## src/rtl/adc_seq_pkg.sv

```systemverilog
package adc_seq_pkg;

  typedef enum logic [1:0] {
    MODE_SINGLE = 2'b00,
    MODE_FREE   = 2'b01,
    MODE_TRIG   = 2'b10,
    MODE_RSVD   = 2'b11
  } convMode_e;

  // Strobes passed from control to datapath, one cycle wide
  typedef struct packed {
    logic capture;    // conversion finished this cycle
    logic sampleNow;  // sample-and-hold point reached this cycle
  } seqStb_t;

endpackage

```

## src/rtl/adc_seq_ctrl.sv

```systemverilog
module adc_seq_ctrl
  import adc_seq_pkg::*;
#(
  parameter int NORM_LEN  = 13,
  parameter int LONG_LEN  = 25,
  parameter int NORM_SAMP = 1,
  parameter int LONG_SAMP = 13,
  parameter int TRIG_SAMP = 2
) (
  input  logic       clk,
  input  logic       rstN,
  input  logic       enable,
  input  logic       startReq,
  input  logic       trigEdge,
  input  logic [1:0] mode,
  input  logic       diffSel,
  input  logic       adcTick,
  input  logic       adcHalf,
  output logic       busy,
  output seqStb_t    stb
);

  localparam int CNT_W = $clog2(LONG_LEN + 1);
  localparam logic [CNT_W-1:0] NORM_LAST  = CNT_W'(NORM_LEN - 1);
  localparam logic [CNT_W-1:0] LONG_LAST  = CNT_W'(LONG_LEN - 1);
  localparam logic [CNT_W-1:0] NORM_SPT   = CNT_W'(NORM_SAMP);
  localparam logic [CNT_W-1:0] LONG_SPT   = CNT_W'(LONG_SAMP);
  localparam logic [CNT_W-1:0] TRIG_SPT   = CNT_W'(TRIG_SAMP - 1);

  logic busyQ, pendQ, runQ, firstQ, longQ, trigQ;
  logic [CNT_W-1:0] cntQ;

  logic isTrigMode, isFreeMode;
  logic launch, startNow, lastCycle, complete;

  assign isTrigMode = (mode == MODE_TRIG);
  assign isFreeMode = (mode == MODE_FREE);

  assign launch    = enable && !busyQ && (startReq || (trigEdge && isTrigMode));
  assign startNow  = enable && pendQ && adcTick;
  assign lastCycle = longQ ? (cntQ == LONG_LAST) : (cntQ == NORM_LAST);
  assign complete  = enable && runQ && adcTick && lastCycle;

  always_comb begin
    stb.capture   = complete;
    stb.sampleNow = 1'b0;
    if (enable && runQ) begin
      if (longQ)      stb.sampleNow = adcHalf && (cntQ == LONG_SPT);
      else if (trigQ) stb.sampleNow = adcTick && (cntQ == TRIG_SPT);
      else            stb.sampleNow = adcHalf && (cntQ == NORM_SPT);
    end
  end

  always_ff @(posedge clk or negedge rstN) begin
    if (!rstN) begin
      busyQ  <= 1'b0;
      pendQ  <= 1'b0;
      runQ   <= 1'b0;
      firstQ <= 1'b1;
      longQ  <= 1'b0;
      trigQ  <= 1'b0;
      cntQ   <= '0;
    end else if (!enable) begin
      busyQ  <= 1'b0;
      pendQ  <= 1'b0;
      runQ   <= 1'b0;
      firstQ <= 1'b1;
      cntQ   <= '0;
    end else begin
      if (launch) begin
        busyQ <= 1'b1;
        pendQ <= 1'b1;
      end
      if (startNow) begin
        runQ  <= 1'b1;
        pendQ <= 1'b0;
        cntQ  <= '0;
        longQ <= firstQ || (diffSel && isTrigMode);
        trigQ <= isTrigMode;
      end else if (runQ && adcTick) begin
        if (complete) begin
          firstQ <= 1'b0;
          cntQ   <= '0;
          if (isFreeMode) begin
            longQ <= 1'b0;
            trigQ <= 1'b0;
          end else begin
            runQ  <= 1'b0;
            busyQ <= 1'b0;
          end
        end else begin
          cntQ <= cntQ + 1'b1;
        end
      end
    end
  end

  assign busy = busyQ;

endmodule

```

## src/rtl/adc_seq_dp.sv

```systemverilog
module adc_seq_dp
  import adc_seq_pkg::*;
#(
  parameter int RES_W = 10,
  parameter int LO_W  = 8,
  localparam int HI_W = RES_W - LO_W
) (
  input  logic             clk,
  input  logic             rstN,
  input  seqStb_t          stb,
  input  logic             doneClr,
  input  logic [RES_W-1:0] convData,
  output logic             sampleStb,
  output logic             doneFlag,
  output logic [HI_W-1:0]  resHi,
  output logic [LO_W-1:0]  resLo
);

  always_ff @(posedge clk or negedge rstN) begin
    if (!rstN) begin
      sampleStb <= 1'b0;
      doneFlag  <= 1'b0;
      resHi     <= '0;
      resLo     <= '0;
    end else begin
      sampleStb <= stb.sampleNow;
      if (stb.capture) begin
        resHi    <= convData[RES_W-1:LO_W];
        resLo    <= convData[LO_W-1:0];
        doneFlag <= 1'b1;
      end else if (doneClr) begin
        doneFlag <= 1'b0;
      end
    end
  end

endmodule

```

## src/rtl/adc_seq_top.sv

```systemverilog
module adc_seq_top
  import adc_seq_pkg::*;
#(
  parameter int RES_W = 10,
  parameter int LO_W  = 8,
  localparam int HI_W = RES_W - LO_W
) (
  input  logic             clk,
  input  logic             rstN,
  input  logic             enable,
  input  logic             startReq,
  input  logic             trigEdge,
  input  logic [1:0]       mode,
  input  logic             diffSel,
  input  logic             adcTick,
  input  logic             adcHalf,
  input  logic             doneClr,
  input  logic [RES_W-1:0] convData,
  output logic             sampleStb,
  output logic             busy,
  output logic             doneFlag,
  output logic [HI_W-1:0]  resHi,
  output logic [LO_W-1:0]  resLo
);

  seqStb_t stb;

  adc_seq_ctrl u_ctrl (
    .clk      (clk),
    .rstN     (rstN),
    .enable   (enable),
    .startReq (startReq),
    .trigEdge (trigEdge),
    .mode     (mode),
    .diffSel  (diffSel),
    .adcTick  (adcTick),
    .adcHalf  (adcHalf),
    .busy     (busy),
    .stb      (stb)
  );

  adc_seq_dp #(.RES_W(RES_W), .LO_W(LO_W)) u_dp (
    .clk       (clk),
    .rstN      (rstN),
    .stb       (stb),
    .doneClr   (doneClr),
    .convData  (convData),
    .sampleStb (sampleStb),
    .doneFlag  (doneFlag),
    .resHi     (resHi),
    .resLo     (resLo)
  );

endmodule

```

## config.mk

```make
export PLATFORM = sky130hd
export DESIGN_NAME = adc_seq_top
export DESIGN_NICKNAME = d
export VERILOG_FILES = /design/src/rtl/adc_seq_pkg.sv /design/src/rtl/adc_seq_ctrl.sv /design/src/rtl/adc_seq_dp.sv /design/src/rtl/adc_seq_top.sv
export SDC_FILE = /design/constraint.sdc
export NUM_CORES = 1
export LEC_CHECK = 0
export ABC_AREA = 1
export BUFFER_PORTS_ARGS = -buffer_cell sky130_fd_sc_hd__buf_2
export CAP_MARGIN = 20
export CORE_UTILIZATION = 45
export CTS_BUF_LIST = sky130_fd_sc_hd__clkbuf_4 sky130_fd_sc_hd__clkbuf_8 sky130_fd_sc_hd__clkbuf_16
export DETAILED_ROUTE_END_ITERATION = 8
export PLACE_DENSITY = 0.71
export RECOVER_POWER = 100
export SLEW_MARGIN = 20
export SYNTH_ARGS = -nofsm -noshare
export SYNTH_HDL_FRONTEND = slang
export SYNTH_HIERARCHICAL = 1
export SYNTH_SLANG_ARGS = --single-unit
```

## constraint.sdc

```tcl
create_clock -name clk -period 2.8 [get_ports clk]
set_input_delay 0.42 -clock clk [delete_from_list [all_inputs] [get_ports clk]]
set_output_delay 0.42 -clock clk [all_outputs]
set_load 0.03 [all_outputs]
```

## After elaboration in Yosys (flattened, before gate mapping)

Cells that the tools add are included.

| storage, ports and cells | value |
|---|---|
| register bits after elaboration | 23 |
| input bits | 21 |
| word-level logic and storage cells | 81 |

| cells by class | value |
|---|---|
| add/subtract/negate cells | 1 |
| equality and inequality tests | 13 |
| mux-type cells | 33 |
| reduce and logical (&&, ||, !) cells | 23 |

Operators with widths:

| operator | number |
|---|---|
| $mux 1 | 29 |
| $mux 5 | 4 |
| $logic_and 1x1->1 | 13 |
| $eq 5x4->1 const B | 2 |
| $ne 3x1->1 const B | 3 |
| $reduce_bool 2->1 | 4 |
| $reduce_and 3->1 | 2 |
| $add 5x1->5 const B | 1 |
| $eq 5x1->1 const B | 1 |
| $eq 5x5->1 const B | 1 |
| $ne 2x1->1 const B | 2 |
| $reduce_and 4->1 | 1 |
| $ne 3x3->1 const B | 1 |
| $eq 2x1->1 const B | 1 |
| $eq 2x2->1 const B | 1 |
| $logic_or 1x1->1 | 2 |
| $ne 2x2->1 const B | 1 |
| $logic_not 1->1 | 1 |

## Logic depth before layout (Yosys ltp)

Gate-level depths: netlist of the first run.

| depth | value |
|---|---|
| depth after elaboration | 10 |
| gate-level depth with buffers | 11 |
| depth with buffers taken out | 9 |

## Modules after synthesis

Netlist of the first run, hierarchy kept.

By module, submodules not included:

| module | times used | cells each | area each (sq um) | sequential area each (sq um) |
|---|---|---|---|---|
| adc_seq_ctrl | 1 | 95 | 723.2 | 276.5 |
| adc_seq_dp | 1 | 48 | 446.7 | 300.3 |

## Worst setup path after synthesis of the first run

OpenSTA, ideal clock, no wires.

| path | value |
|---|---|
| path kind | register -> register |
| start point | register u_ctrl.cntQ[0] |
| end point | register u_dp.resHi[0] |
| arrival time | 1.322 ns |
| data required time | 2.682 ns |
| path slack | 1.360 ns |
| cell stages (with the launch flop) | 12 |
| path buffers | 2 |
| period minus slack after synthesis | 1.440 ns |
| cells stage by stage | dfrtp_1 inv_1 ha_1 inv_1 a21oi_4 nand3_1 inv_1 buf_4 inv_1 buf_6 nand2_1 nand2_1 |

| on the way | value |
|---|---|
| word-level cells in the longest chain between the ends | 3 |
| elaborated cells on any way between the ends | 4 |
| classes of those cells | 2 x eq/ne; 1 x mux; 1 x reduce/logical |

Ends and longest elaborated chain:

| item | RTL line | source |
|---|---|---|
| from (decl) | adc_seq_ctrl.sv:31 | `logic [CNT_W-1:0] cntQ;` |
| from (signal assigned) | adc_seq_ctrl.sv:92 | `cntQ <= cntQ + 1'b1;` |
| $eq 5x4->1 / $eq 5x5->1 (equally long branches) | adc_seq_ctrl.sv:41 | `assign lastCycle = longQ ? (cntQ == LONG_LAST) : (cntQ == NORM_LAST);` |
| $mux 1 * | adc_seq_ctrl.sv:41 |  |
| $logic_and 1x1->1 * | adc_seq_ctrl.sv:42 | `assign complete = enable && runQ && adcTick && lastCycle;` |
| via u_ctrl.complete | adc_seq_ctrl.sv:34 | `logic launch, startNow, lastCycle, complete;` |
| to (signal assigned) | adc_seq_dp.sv:28 | `resHi <= convData[RES_W-1:LO_W];` |
| to (decl) | adc_seq_dp.sv:15 | `output logic [HI_W-1:0] resHi,` |

Mark *: on every way through the listed nets, which the timed path passes. The rest lies on a longest branch.
A chain may end at the register's enable or synchronous reset.

==> flow_summary.json, run 1 <==
{
  "largest_reg_flops": 8,
  "grt_pass1_wl_mm": 3.71,
  "violation_count_after_the_first_detailed_routing_iteration": 10,
  "antenna_found_initial": 0,
  "place_congestion": 0.808,
  "cts_sinks": 23,
  "synth_edf_count": 0,
  "drt_drc_violations_left": 0,
  "worstSetupStartpointType": "flip-flop",
  "critical_path.startpoint": "u_ctrl/cntQ[0]",
  "share_of_synthesized_registers_carrying_an_async_set_or_reset_pct": 100,
  "pwrdens_nw_per_um2": 458,
  "yosys.area_share.xor_xnor_pct": 0,
  "hpwlAfterDp_mm": 1.72,
  "die-height_um": 53.0,
  "gr-usage-all-layers_pct": 18.0,
  "cts.hold.buffers_added": 0,
  "finish.net_count": 202,
  "synth_compound_gate_area_share_pct": 8.88,
  "synth.area.top_cells": "sky130_fd_sc_hd__dfrtp_1 47%, sky130_fd_sc_hd__nand2_1 17%, sky130_fd_sc_hd__inv_1 5.5%",
  "crit_type": "reg -> reg",
  "synth_area_leader_cell": "sky130_fd_sc_hd__dfrtp_1",
  "yosysSeqAreaShare_pct": 49.3,
  "main_combinational_cell_family_by_area_after_synthesis": "simple AND/OR/NAND/NOR gates",
  "dominantRegCellSynth": "sky130_fd_sc_hd__dfrtp_1",
  "commonest_cells_after_routing_fill_and_taps_aside": "52 x sky130_fd_sc_hd__nand2_1, 22 x sky130_fd_sc_hd__dfrtp_1, 19 x sky130_fd_sc_hd__buf_2",
  "io-pin-count": 34,
  "clock.fmax_mhz": 509,
  "postCtsSetupBuffers": 0,
  "required_ns": 3.01,
  "share_of_the_cycle_needed_by_the_critical_path_after_routing_pct": 70.2,
  "areaGrowthSynthToFinish_pct": 15.0,
  "core_outline_area_um2": 2480,
  "post_synth_num_cell_types": 24,
  "vdd.ir_drop.worst_mv": 0.315,
  "vias": 983,
  "unrepaired_setup_endpoints_after_global_routing": "no",
  "hold_viol": 0,
  "clockRootBuffer": "sky130_fd_sc_hd__clkbuf_4",
  "cts_buffer_depth": 2,
  "placement_rows": 18,
  "htreeDepth": 1,
  "die_width_um": 53.0,
  "ys_warn_count": 6,
  "totalNegativeSetupSlack_ns": 0,
  "post-synth-top-area-fraction_pct": 47.1,
  "slew_headroom_pct": 21.9,
  "register_bank_with_the_most_flops": "u_dp/resLo",
  "total_die_area_um2": 2810,
  "drt_first_pass_iters": 4,
  "synthMuxAreaShare_pct": 0,
  "vias_per_cell": 4.75,
  "fin_skew_ns": 0.00813,
  "clkLatencyLatePin_ns": 0.31,
  "synthesis.nets": 167,
  "floorplan.initialDensity_pct": 47.2,
  "synth.ff_latch_count": 23,
  "syn-cell-area_um2": 1170,
  "worstPathMaxFanout": 11,
  "number_of_buffers_added_by_the_clock_tree_synthesis_step": 3,
  "postCtsResizedCells": 0,
  "post_synth_fa_ha_maj_area_fraction_pct": 3.21,
  "antenna_left": 0,
  "layout.filler_cells": 261,
  "cts.reportedPaths.clkPinSlew_ns": 0.13,
  "grt_overflow": 0,
  "run_status": "complete, no violations",
  "syn_inst": 143,
  "drt-total-wl_mm": 2.23,
  "reg.largest.list": "u_dp/resLo x8, u_ctrl/cntQ x5, u_dp/resHi x2",
  "wl_per_cell_um": 10.8,
  "placement.io_buffers": 33,
  "maximum_number_of_pins_on_one_net_before_global_route_repair": 24,
  "tritoncts": "yes",
  "n_antenna_cell": 0,
  "layout_min_cycle_time_ns": 1.97,
  "drive_above_1_share_pct": 19.2,
  "max_slew.worst_pin.slew_ns": 1.17,
  "min_path_type": "in -> async",
  "final_max_slew_viol_count": 0,
  "simple_logic_cell_fraction_of_the_synthesized_area_pct": 30.3,
  "vias_in_the_first_global_route": 862,
  "most_common_cell_after_layout_fill_and_taps_aside": "sky130_fd_sc_hd__nand2_1",
  "critical_path.endpoint_type": "flip-flop",
  "max-cap-violations": 0,
  "worst-endpoint-arrival_ns": 2.18,
  "setup_viol_count_final": 0,
  "avg_inst_size_synth_um2": 8.18,
  "power.static_leakage_uw": 0.000739,
  "overall_power_uw": 616,
  "startpoint_of_the_lowest_slack_register_to_register_path": "u_ctrl/cntQ[0]"
}
## critical path, cell delays in order (launching register included)
cell                      delay [ns]
sky130_fd_sc_hd__dfrtp_1        0.45
sky130_fd_sc_hd__inv_1          0.12
sky130_fd_sc_hd__ha_1           0.17
sky130_fd_sc_hd__inv_1          0.04
sky130_fd_sc_hd__a21oi_1        0.27
sky130_fd_sc_hd__nand3_1        0.14
sky130_fd_sc_hd__inv_1          0.27
sky130_fd_sc_hd__inv_1          0.24
sky130_fd_sc_hd__nand2_1        0.12
sky130_fd_sc_hd__nand2_1        0.05
## logic make-up after synthesis
| logic type | Yosys count |
|---|---|
| compound gates | 14 |
| fa+ha+maj | 3 |
| buf+inv | 22 |
| flops | 23 |
| simple gates | 81 |
## final cells by class
type | count | area, um2 | share of cell area [%]
Multi-Input combinational cell | 98 | 484 | 36.0
Timing Repair Buffer | 33 | 148 | 11.0
Inverter | 19 | 71.3 | 5.30
Clock inverter | 1 | 5.00 | 0.372
Clock buffer | 3 | 22.5 | 1.67
Sequential cell | 23 | 577 | 42.9
Tap cell | 30 | 37.5 | 2.79
## Yosys cell counts, types with 3 or more instances
master / n
sky130_fd_sc_hd__a21oi_1: 4
sky130_fd_sc_hd__dfrtp_1: 22
sky130_fd_sc_hd__ha_1: 3
sky130_fd_sc_hd__inv_1: 17
sky130_fd_sc_hd__nand2_1: 52
sky130_fd_sc_hd__nand3_1: 8
sky130_fd_sc_hd__nand4_1: 4
sky130_fd_sc_hd__nor2_1: 9
## metrics by stage
stage          instance area [um2]  util [%]  setup WS (ns)  hold slack [ns]  cells
2_1_floorplan                 1170         -           1.36            0.124    143
4_1_cts                       1370      55.5          0.974           0.0687    207
6_report                      1350      54.3          0.834            0.306    207
5_1_grt                       1350      54.3          0.570            0.304    207
3_5_place_dp                  1350      54.3           1.03            0.424    203
3_3_place_gp                  1350      54.3           1.11            0.418    203
## where the power goes
group / total, uW / switching (uW) / internal (uW)
Combinational: 92.0 / 55.5 / 36.5
Clock: 155 / 101 / 53.3
Sequential: 369 / 21.0 / 348
## worst paths after layout
| kind | endpoint | slack [ns] | cells past startpoint |
|---|---|---|---|
| worst max-delay path | u_dp/resHi[1] | 0.83 | 9 |
| worst min-delay path | u_ctrl/cntQ[3] | 0.31 | 1 |
| worst max register to register | u_dp/resHi[1] | 0.83 | 9 |
| worst min register to register | u_dp/resLo[3] | 0.49 | 2 |
| max in group asynchronous | u_dp/resLo[1] | 1.80 | 1 |
| min in group clk | u_dp/resLo[5] | 0.31 | 3 |
## routing by layer
layer	GRT usage (%)	share of wire (%)	wire length, um
met1	25.2	49	1080
met2	28.5	48	1070
met3	2.87	3.5	78
met4	5.26	0	0
met5	0	0	0
(Power assumes the default switching activity.)
==> run 2: changes to the inputs <==
--- a/config.mk
+++ b/config.mk
@@ -5,13 +5,13 @@
 export SDC_FILE = /design/constraint.sdc
 export NUM_CORES = 1
 export LEC_CHECK = 0
-export ABC_AREA = 1
+export ABC_AREA = 0
 export BUFFER_PORTS_ARGS = -buffer_cell sky130_fd_sc_hd__buf_2
 export CAP_MARGIN = 20
 export CORE_UTILIZATION = 45
 export CTS_BUF_LIST = sky130_fd_sc_hd__clkbuf_4 sky130_fd_sc_hd__clkbuf_8 sky130_fd_sc_hd__clkbuf_16
 export DETAILED_ROUTE_END_ITERATION = 8
-export PLACE_DENSITY = 0.71
+export PLACE_DENSITY = 0.74
 export RECOVER_POWER = 100
 export SLEW_MARGIN = 20
 export SYNTH_ARGS = -nofsm -noshare
==> constraint.sdc (replaced) <==
create_clock -name clk -period 1.8 [get_ports clk]
set_input_delay 0.27 -clock clk [delete_from_list [all_inputs] [get_ports clk]]
set_output_delay 0.27 -clock clk [all_outputs]
set_load 0.03 [all_outputs]
==> flow_summary.json, run 2 <==
{
  "syn_inst": 100,
  "ys_top_cells_by_count": "22 x sky130_fd_sc_hd__dfrtp_1, 9 x sky130_fd_sc_hd__mux2_4, 6 x sky130_fd_sc_hd__a21oi_1, 6 x sky130_fd_sc_hd__inv_1",
  "vias_per_cell": 5.18,
  "cts_sinks": 23,
  "synth_area_leader_cell": "sky130_fd_sc_hd__dfrtp_1",
  "most_used_layer_global_route": "met2",
  "seqPwrFrac_pct": 60.1,
  "vdd.ir_drop.worst_mv": 0.430,
  "setup_viol_count_final": 0,
  "drive_above_1_share_pct": 34.0,
  "die_width_um": 53.0,
  "power.share.clock_pct": 25.5,
  "violation_count_after_the_first_detailed_routing_iteration": 18,
  "power.switching_fraction_pct": 25.4,
  "totalNegativeSetupSlack_ns": 0,
  "yosys.cell_count.top_type": "sky130_fd_sc_hd__dfrtp_1",
  "critical_path_buf_inv_count": 1,
  "synth.ff_latch_count": 23,
  "ys_warn_count": 6,
  "layout_min_cycle_time_ns": 1.79,
  "number_of_buffers_added_by_the_clock_tree_synthesis_step": 3,
  "required_ns": 2.00,
  "areaGrowthSynthToFinish_pct": 25.1,
  "place_congestion": 0.774,
  "worstPathMaxFanout": 6,
  "vias": 917,
  "finish.net_count": 172,
  "register_bank_with_the_most_flops": "u_dp/resLo",
  "post-synth-top-area-fraction_pct": 47.0,
  "htreeDepth": 1,
  "synth_edf_count": 0,
  "io-pin-count": 34,
  "syn-cell-area_um2": 1170,
  "internal_power_uw": 680,
  "layout.cell_area.non_filler_um2": 1470,
  "grt_overflow": 0,
  "worst_slack_on_hold_paths_ns": 0.170,
  "synth.area.top_cells": "sky130_fd_sc_hd__dfrtp_1 47%, sky130_fd_sc_hd__mux2_4 12%, sky130_fd_sc_hd__ha_1 3.2%",
  "hold_viol": 0,
  "drt-total-wl_mm": 2.43,
  "antenna_found_initial": 0,
  "clock.fmax_mhz": 558,
  "total_die_area_um2": 2810,
  "pwrdens_nw_per_um2": 621,
  "floorplan.initialDensity_pct": 47.3,
  "dominantRegCellSynth": "sky130_fd_sc_hd__dfrtp_1",
  "power.switching_uw": 232,
  "placement_rows": 18,
  "worstSetupStartpointType": "flip-flop",
  "commonest_cells_after_routing_fill_and_taps_aside": "22 x sky130_fd_sc_hd__dfrtp_1, 19 x sky130_fd_sc_hd__buf_2, 15 x sky130_fd_sc_hd__clkbuf_1",
  "n_antenna_cell": 0,
  "fin_skew_ns": 0.00207,
  "share_of_the_cycle_needed_by_the_critical_path_after_routing_pct": 99.5,
  "crit_type": "reg -> reg",
  "tritoncts": "yes",
  "placedCellCount": 170,
  "hpwlAfterDp_mm": 1.80,
  "post_layout_nonfiller_instances": 177,
  "reg.largest.list": "u_dp/resLo x8, u_ctrl/cntQ x5, u_dp/resHi x2",
  "timing.critical_path.slowest_stage_cell": "sky130_fd_sc_hd__or3b_4",
  "share_of_synthesized_registers_carrying_an_async_set_or_reset_pct": 100,
  "clkLatencyLatePin_ns": 0.30,
  "antenna_left": 0,
  "crit_family": "simple AND/OR/NAND/NOR gates",
  "largest_reg_flops": 8,
  "yosysSeqAreaShare_pct": 49.2,
  "worst-endpoint-arrival_ns": 1.99,
  "synthesis.nets": 124,
  "clockRootBuffer": "sky130_fd_sc_hd__clkbuf_4",
  "use_met3_pct": 2.87,
  "gr-usage-all-layers_pct": 18.2,
  "final_max_slew_viol_count": 0,
  "power.combinational.fraction_pct": 14.4,
  "worst_path_largest_cell_delay_ns": 0.41,
  "drt_first_pass_iters": 4,
  "most_common_cell_after_layout_fill_and_taps_aside": "sky130_fd_sc_hd__dfrtp_1",
  "core_outline_area_um2": 2480,
  "max-cap-violations": 0,
  "placed_cell_area_um2": 1430,
  "min_path_type": "in -> reg",
  "critical_path.endpoint_type": "flip-flop",
  "ordered_list_of_cells_on_the_worst_path": "or3b_4 -> a2111oi_4 -> buf_4 -> mux2_4",
  "wl_per_cell_um": 13.7,
  "post_synth_num_cell_types": 35,
  "r2r_slack_ns": 0.009,
  "grt_pass1_wl_mm": 3.69,
  "grt.met2_usage_pct": 28.3,
  "finalCoreUtilization_pct": 59.2,
  "vias_in_the_first_global_route": 828,
  "max_slew.worst_pin.slew_ns": 1.24,
  "unrepaired_setup_endpoints_after_global_routing": "yes",
  "power.static_leakage_uw": 0.000736,
  "drt_drc_violations_left": 0,
  "die-height_um": 53.0,
  "avg_inst_size_synth_um2": 11.7,
  "maximum_number_of_pins_on_one_net_before_global_route_repair": 24,
  "run_status": "complete, no violations",
  "placement.io_buffers": 33,
  "slew_headroom_pct": 17.6,
  "met1_track_utilization_from_global_routing_pct": 25.8,
  "cts_buffer_depth": 2,
  "cts.reportedPaths.clkPinSlew_ns": 0.12
}
run 2: power by group through the flow:
stage | Sequential, uW | Clock (uW) | Combinational, uW
4_1_cts | 547 | 243 | 135
6_report | 548 | 232 | 132
5_1_grt | 549 | 265 | 149
2_1_floorplan | 563 | 0 | 53.5
3_3_place_gp | 555 | 0 | 129
3_5_place_dp | 557 | 0 | 133
run 2: cells by family (layout without fill, tap and decap cells):
group                      count (synthesis)  after routing  share of synthesized area (%)
DFF                                       23             23                           49.2
adders and majority gates                  3              3                           3.20
muxes                                     12             12                           14.3
xor gates and xnor gates                   3              3                           2.24
AOI/OAI and AO/OA                         22             22                           13.8
and+or+nand+nor                           28             28                           13.4
buffers and inverters                      9             56                           3.84
run 2: stage by stage:
step,total power [uW],setup WS [ns]
3_5_place_dp,690,-0.00978
4_1_cts,925,0.00317
5_1_grt,964,-0.0430
6_report,911,0.00919
2_1_floorplan,616,-0.0583
3_3_place_gp,685,0.0443
run 2: path summary, 6_finish.rpt:
| path | startpoint | endpoint | cells past startpoint |
|---|---|---|---|
| worst max-delay path | u_ctrl/cntQ[4] | u_dp/resLo[5] | 4 |
| worst min-delay path | mode[0] | u_ctrl/trigQ | 2 |
| worst max register to register | u_ctrl/cntQ[4] | u_dp/resLo[5] | 4 |
| worst min register to register | u_ctrl/firstQ | u_ctrl/firstQ | 2 |
| max in group asynchronous | rstN | u_ctrl/pendQ | 2 |
| min in group asynchronous | rstN | u_dp/resLo[7] | 2 |
run 2: final cells by class:
type	instances	area [um2]
timing repair buffer	46	248
clock inverter	1	5.00
inverter	6	22.5
tap	30	37.5
fill	220	1010
clock buffer	3	22.5
multi-input combinational	68	554
sequential	23	577
run 2: repair_timing:
item	CTS	global route
hold endpoints to repair	22	0
cloned	0	0
buffers inserted	2	0
hold buffers	1	0
resized for setup	2	0
endpoints found under the setup margin	8	11
pin swaps	0	1
run 2: worst register-to-register path: stages (launching register included):
cell                        delay [ns]
sky130_fd_sc_hd__dfrtp_1          0.40
sky130_fd_sc_hd__or3b_4           0.41
sky130_fd_sc_hd__a2111oi_4        0.35
sky130_fd_sc_hd__buf_4            0.22
sky130_fd_sc_hd__mux2_4           0.30
run 2: layer usage:
layer	vias to the layer above	part of all wire [%]
met5	-	0
met4	0	0
met3	0	5.5
met2	27	43
met1	442	51
li1	448	-
